==> config.mk <==
export PLATFORM = sky130hd
export DESIGN_NAME = mgmt_bus_master
export DESIGN_NICKNAME = d
export VERILOG_FILES = /design/src/rtl/mgmt_pkg.sv /design/src/rtl/mgmt_clkgen.sv /design/src/rtl/mgmt_frame_ctrl.sv /design/src/rtl/mgmt_bus_master.sv
export SDC_FILE = /design/constraint.sdc
export NUM_CORES = 1
export LEC_CHECK = 0
export BUFFER_PORTS_ARGS = -buffer_cell sky130_fd_sc_hd__buf_2
export CAP_MARGIN = 30
export CORE_MARGIN = 2
export CORE_UTILIZATION = 40
export CTS_BUF_LIST = sky130_fd_sc_hd__clkbuf_4
export DETAILED_ROUTE_END_ITERATION = 8
export SYNTH_ARGS = -nofsm -noshare
export SYNTH_HDL_FRONTEND = slang
export SYNTH_SLANG_ARGS = --single-unit
==> constraint.sdc <==
create_clock -name clk -period 5.1 [get_ports clk]
set_clock_uncertainty 0.05 [all_clocks]
set_input_delay 0.255 -clock clk [delete_from_list [all_inputs] [get_ports clk]]
set_output_delay 0.255 -clock clk [all_outputs]
set_load 0.02 [all_outputs]
==> src/rtl/mgmt_pkg.sv <==
package mgmt_pkg;
  localparam int PRE_BITS   = 32;
  localparam int ST_W       = 2;
  localparam int OP_W       = 2;
  localparam int PHY_W      = 5;
  localparam int REG_W      = 5;
  localparam int TA_W       = 2;
  localparam int DATA_W     = 16;
  localparam int CTRL_BITS  = ST_W + OP_W + PHY_W + REG_W + TA_W;
  localparam int FRAME_BITS = PRE_BITS + CTRL_BITS + DATA_W;
  localparam int TA_POS     = PRE_BITS + ST_W + OP_W + PHY_W + REG_W;
  localparam int DATA_POS   = TA_POS + TA_W;
  localparam int POS_W      = $clog2(FRAME_BITS);

  typedef struct packed {
    logic              indirect;
    logic [OP_W-1:0]   op;
    logic [PHY_W-1:0]  phy;
    logic [REG_W-1:0]  regad;
    logic [DATA_W-1:0] wdata;
  } mgmt_req_t;

  function automatic logic op_is_read(input logic indirect, input logic [OP_W-1:0] op);
    return indirect ? op[1] : (op == 2'b10);
  endfunction
endpackage

==> src/rtl/mgmt_clkgen.sv <==
module mgmt_clkgen #(
  parameter int DIV_W    = 8,
  parameter int MIN_HALF = 10
) (
  input  logic             clk,
  input  logic             rst_n,
  input  logic             start,
  input  logic             run,
  input  logic [DIV_W-1:0] half_cfg,
  output logic             mdc,
  output logic             rise_tick,
  output logic             fall_tick
);
  localparam logic [DIV_W-1:0] MIN_H = DIV_W'(MIN_HALF);

  logic [DIV_W-1:0] half_q, cnt_q;
  logic             mdc_q, wrap;

  assign wrap      = run && (cnt_q == half_q - 1'b1);
  assign rise_tick = wrap && !mdc_q;
  assign fall_tick = wrap && mdc_q;
  assign mdc       = mdc_q;

  always_ff @(posedge clk or negedge rst_n) begin
    if (!rst_n) begin
      half_q <= MIN_H;
      cnt_q  <= '0;
      mdc_q  <= 1'b0;
    end else if (start) begin
      half_q <= (half_cfg < MIN_H) ? MIN_H : half_cfg;
      cnt_q  <= '0;
      mdc_q  <= 1'b0;
    end else if (!run) begin
      cnt_q  <= '0;
      mdc_q  <= 1'b0;
    end else if (wrap) begin
      cnt_q  <= '0;
      mdc_q  <= ~mdc_q;
    end else begin
      cnt_q  <= cnt_q + 1'b1;
    end
  end

  logic [15:0] hi_len_q;
  always_ff @(posedge clk or negedge rst_n) begin
    if (!rst_n)     hi_len_q <= '0;
    else if (mdc_q) hi_len_q <= hi_len_q + 1'b1;
    else            hi_len_q <= '0;
  end

  AST_MDC_HIGH_MIN: assert property (@(posedge clk) disable iff (!rst_n)
    $fell(mdc_q) |-> hi_len_q >= 16'(MIN_HALF));
endmodule

==> src/rtl/mgmt_frame_ctrl.sv <==
module mgmt_frame_ctrl
  import mgmt_pkg::*;
(
  input  logic              clk,
  input  logic              rst_n,
  input  logic              req_valid,
  output logic              req_ready,
  input  mgmt_req_t         req,
  input  logic              skip_pre,
  input  logic              rise_tick,
  input  logic              fall_tick,
  input  logic              mdio_i,
  output logic              start,
  output logic              busy,
  output logic              mdio_o,
  output logic              mdio_oe,
  output logic              done,
  output logic [DATA_W-1:0] rdata
);
  localparam logic [POS_W-1:0] LAST_POS = POS_W'(FRAME_BITS - 1);

  logic                  busy_q, rd_q, done_q;
  logic [POS_W-1:0]      pos_q;
  logic [FRAME_BITS-1:0] sh_q, frame_w;
  logic [DATA_W-1:0]     rx_q, rdata_q;
  logic [ST_W-1:0]       st_w;
  logic                  accept;

  assign accept  = req_valid && !busy_q;
  assign st_w    = req.indirect ? 2'b00 : 2'b01;
  assign frame_w = {{PRE_BITS{1'b1}}, st_w, req.op, req.phy, req.regad, 2'b10, req.wdata};

  always_ff @(posedge clk or negedge rst_n) begin
    if (!rst_n) begin
      busy_q  <= 1'b0;
      rd_q    <= 1'b0;
      done_q  <= 1'b0;
      pos_q   <= '0;
      sh_q    <= '0;
      rx_q    <= '0;
      rdata_q <= '0;
    end else begin
      done_q <= 1'b0;
      if (accept) begin
        busy_q <= 1'b1;
        rd_q   <= op_is_read(req.indirect, req.op);
        sh_q   <= skip_pre ? (frame_w << PRE_BITS) : frame_w;
        pos_q  <= skip_pre ? POS_W'(PRE_BITS) : '0;
      end else if (busy_q) begin
        if (rise_tick && rd_q && pos_q >= POS_W'(DATA_POS))
          rx_q <= {rx_q[DATA_W-2:0], mdio_i};
        if (fall_tick) begin
          if (pos_q == LAST_POS) begin
            busy_q <= 1'b0;
            done_q <= 1'b1;
            if (rd_q) rdata_q <= rx_q;
          end else begin
            pos_q <= pos_q + 1'b1;
            sh_q  <= sh_q << 1;
          end
        end
      end
    end
  end

  assign req_ready = !busy_q;
  assign start     = accept;
  assign busy      = busy_q;
  assign mdio_oe   = busy_q && !(rd_q && pos_q >= POS_W'(TA_POS));
  assign mdio_o    = mdio_oe && sh_q[FRAME_BITS-1];
  assign done      = done_q;
  assign rdata     = rdata_q;

  AST_DONE_PULSE: assert property (@(posedge clk) disable iff (!rst_n)
    done_q |=> !done_q);
  AST_DONE_AFTER_BUSY: assert property (@(posedge clk) disable iff (!rst_n)
    done_q |-> $past(busy_q));
endmodule

==> src/rtl/mgmt_bus_master.sv <==
module mgmt_bus_master
  import mgmt_pkg::*;
#(
  parameter int SYS_CLK_HZ = 50_000_000,
  parameter int MDC_MAX_HZ = 2_500_000,
  parameter int DIV_W      = 8
) (
  input  logic              clk,
  input  logic              rst_n,
  input  logic [DIV_W-1:0]  cfg_half_div,
  input  logic              cfg_skip_pre,
  input  logic              req_valid,
  output logic              req_ready,
  input  logic              req_indirect,
  input  logic [OP_W-1:0]   req_op,
  input  logic [PHY_W-1:0]  req_phy,
  input  logic [REG_W-1:0]  req_reg,
  input  logic [DATA_W-1:0] req_wdata,
  output logic              mdc,
  output logic              mdio_o,
  output logic              mdio_oe,
  input  logic              mdio_i,
  output logic              done,
  output logic [DATA_W-1:0] rdata
);
  localparam int MIN_HALF = (SYS_CLK_HZ + 2 * MDC_MAX_HZ - 1) / (2 * MDC_MAX_HZ);

  mgmt_req_t req_w;
  logic      start_w, busy_w, rise_w, fall_w;

  assign req_w = '{indirect: req_indirect, op: req_op, phy: req_phy,
                   regad: req_reg, wdata: req_wdata};

  mgmt_clkgen #(.DIV_W(DIV_W), .MIN_HALF(MIN_HALF)) u_clkgen (
    .clk(clk), .rst_n(rst_n), .start(start_w), .run(busy_w),
    .half_cfg(cfg_half_div), .mdc(mdc), .rise_tick(rise_w), .fall_tick(fall_w)
  );

  mgmt_frame_ctrl u_ctrl (
    .clk(clk), .rst_n(rst_n), .req_valid(req_valid), .req_ready(req_ready),
    .req(req_w), .skip_pre(cfg_skip_pre), .rise_tick(rise_w), .fall_tick(fall_w),
    .mdio_i(mdio_i), .start(start_w), .busy(busy_w), .mdio_o(mdio_o),
    .mdio_oe(mdio_oe), .done(done), .rdata(rdata)
  );

  AST_IDLE_MDC_LOW: assert property (@(posedge clk) disable iff (!rst_n)
    !busy_w |-> !mdc);
  AST_DONE_RELEASED: assert property (@(posedge clk) disable iff (!rst_n)
    done |-> !mdio_oe && !mdc);
  AST_STABLE_AT_RISE: assert property (@(posedge clk) disable iff (!rst_n)
    $rose(mdc) |-> $stable(mdio_o) && $stable(mdio_oe));
  AST_STABLE_AFTER_RISE: assert property (@(posedge clk) disable iff (!rst_n)
    $rose(mdc) |=> $stable(mdio_o) && $stable(mdio_oe));
endmodule

==> flow_summary_export.csv <==
group,metric,value,unit
synthesis,ys_types,52,
worst_setup_path,start_kind,"flop",
run,drv_cap,0,
min_path,hold_class,"in -> async",
drt,drt_iter0_markers,244,
pwr,p_leak,3.28,nW
clock_tree,cts-root-buf,"clkbuf_4",
floorplanning,core,14600,um^2
worst_setup_path,critPathArrivalTime,3.48,ns
placed_design,portBuffers,62,
floorplanning,io_pins,63,
finish,fin_util,49.2,%
drt,drc,0,
synthesis,synth_edf_count,0,
grt,antenna_found_initial,0,
finish,final_area,7200,um^2
clock_tree,clock_sinks,122,
run_status,status,"finished, final reports clean",
synthesis,ys_seq_elements,122,
finish,area_growth,19.3,%
clock_tree,cts.htree.levels,4,
grt,grt_pass1_wl,21300,um
placed_design,gp_congestion,0.778,
sta,max_freq,320,MHz
pwr,p_total,2.85,mW
placed_design,dpl_cell_area,6460,um^2
finish,layout_commonest_cell,"dfrtp_1",
drt,ant_nets,0,
sta,rsz0062_at_grt,"no",
synthesis,ys_warn_count,0,
synthesis,synthCells,582,
grt,grt_overflow,0,
sta,hold_violations,0,
synthesis,yosysSeqAreaShare,50.6,%
sta,finalSetupTns,0,ns
worst_setup_path,r2r_slack,1.97,ns
clock_tree,post-cts-setup-buffers,0,
worst_setup_path,cp_max_fo,76,
finish,instances_no_fill,858,
pwr,peakVddDrop,0.244,mV
clock_tree,cts_resized,0,
floorplanning,start_util,41.2,%
grt,grt_pass1_vias,4557,
drt,viasPerCell,5.33,
synthesis,async_flop_share,100,%
placed_design,hpwl,7570,um
sta,worst_slack,1.97,ns
finish,drive_gt1_share,26.1,%
sta,tightest_slew,0.913,ns
sta,period_needed,3.13,ns
drt,dr.pass1.iters,4,
floorplanning,die_area,16100,um^2
worst_setup_path,cp-end-kind,"flop",
pwr,power.density,395,nW/um^2
worst_setup_path,required,5.45,ns
clock_tree,insertion_delay,0.53,ns
synthesis,synth_flop_cell,"dfrtp_1",
drt,routed_wirelength,12500,um
placed_design,dp.cells,786,
floorplanning,die_y,127,um
clock_tree,clock_tree.buffer_depth,2,
grt,grt.total_usage,16.3,%
finish,nets,706,
sta,final-max-slew-violation-count,0,
synthesis,syn_area,6040,um^2
clock_tree,clk_pin_slew_worst_paths,0.12,ns
sta,hold_slack,0.0808,ns
grt,grt_max_degree,129,
placed_design,dpl_worst_slack,1.96,ns
floorplanning,chipWidth,127,um
finish,antenna_cells,0,
synthesis,syn_nets,627,
drt,dr_total_vias,4571,
clock_tree,cts_tree,"yes",
sta,final-setup-viol-count,0,
drt,wl_per_cell,14.5,um
floorplanning,rows,44,
worst_setup_path,path_class,"reg -> reg",
synthesis,avgSynthCellArea,10.4,um^2
sta,slew_headroom,39.2,%
finish,layout_common_cells,"dfrtp_1 (120), nand3_1 (70), buf_2 (61)",
sta,fin_crit_sh,61.3,%
clock_tree,cts-buffers-inserted,17,
-- routing by layer --
metal	track usage (%)	vias up	share of wire, %
li1	-	2251	-
met1	21.6	2240	48
met2	25.7	74	49
met3	4.51	6	3.3
met4	5.75	0	0.63
met5	0	-	0
-- power by group --
group	switching, mW	leakage [nW]	internal, mW
Clock	0.367	0.178	0.446
Sequential	0.196	1.53	1.25
Combinational	0.272	1.58	0.320
-- timing repair --
action / CTS / global route
endpoints found under the hold margin: 162 / 0
hold buffers: 40 / 0
endpoints found under the setup margin: 0 / 0
-- cell families (layout without fill, tap and decap cells) --
| group | Yosys count | count (layout) | share of synthesized area [%] |
|---|---|---|---|
| compound gates | 58 | 58 | 7.13 |
| mux | 39 | 39 | 7.88 |
| simple gates | 289 | 289 | 27.5 |
| xor+xnor | 15 | 15 | 2.18 |
| fa+ha+maj | 3 | 3 | 0.622 |
| buf+inv | 56 | 148 | 4.08 |
| flops | 122 | 122 | 50.6 |
-- layout make-up --
| class | instances | area (um^2) |
|---|---|---|
| Fill cell | 1352 | 7440 |
| Clock inverter | 13 | 200 |
| Inverter | 8 | 30.0 |
| Multi-Input combinational cell | 404 | 2750 |
| Tap cell | 184 | 230 |
| Timing Repair Buffer | 108 | 791 |
| Clock buffer | 19 | 143 |
| Sequential cell | 122 | 3060 |
-- sequential cells by signal (all words and copies together) (netlist names) --
register and count:
u_clkgen.cnt_q 8, u_clkgen.half_q 8, u_ctrl.done 1, u_clkgen.mdc 1
u_ctrl.rx_q 16, u_ctrl.pos_q 6, u_ctrl.rd_q 1, u_ctrl.busy 1
u_ctrl.rdata 16, u_ctrl.sh_q 64
-- critical path, stage by stage, from the launching register on --
cell	delay, ns
dfstp_2	0.57
inv_1	0.06
ha_1	0.20
and3b_1	0.18
o21a_1	0.16
o32ai_1	0.43
a211o_4	0.63
buf_4	0.38
mux2i_1	0.22
nand2_1	0.07
-- synthesized netlist by cell type (3+ instances only) --
library cell	n	area (um^2)
dfrtp_1	120	3000
nand3_1	70	350
nor2_1	53	199
clkbuf_1	34	128
nor3_1	33	165
or3b_2	28	245
a211oi_1	27	203
nand3b_1	27	203
nor3b_1	27	203
nand2_1	25	93.8
mux2_2	24	270
mux2_4	11	165
xor2_1	10	87.6
inv_1	8	30.0
buf_1	7	26.3
o21ai_0	6	30.0
a21oi_1	5	25.0
xnor2_1	5	43.8
a31oi_1	4	25.0
and3_1	4	25.0
buf_2	4	20.0
mux2i_1	4	40.0
or3_1	4	25.0
a221oi_1	3	26.3
ha_1	3	37.5
nor2b_1	3	18.8
o211ai_1	3	22.5
-- worst paths after layout --
path,from,end,cells past startpoint
max,u_clkgen.half_q[1],u_ctrl.sh_q[49],9
min,rst_n,u_ctrl.rdata[10],2
max reg2reg,u_clkgen.half_q[1],u_ctrl.sh_q[49],9
min reg2reg,u_ctrl.rdata[5],u_ctrl.rdata[5],1
max in group asynchronous,rst_n,u_clkgen.half_q[3],3
min in group clk,cfg_skip_pre,u_ctrl.sh_q[60],2
No activity file was read; power rests on OpenSTA's default activity.
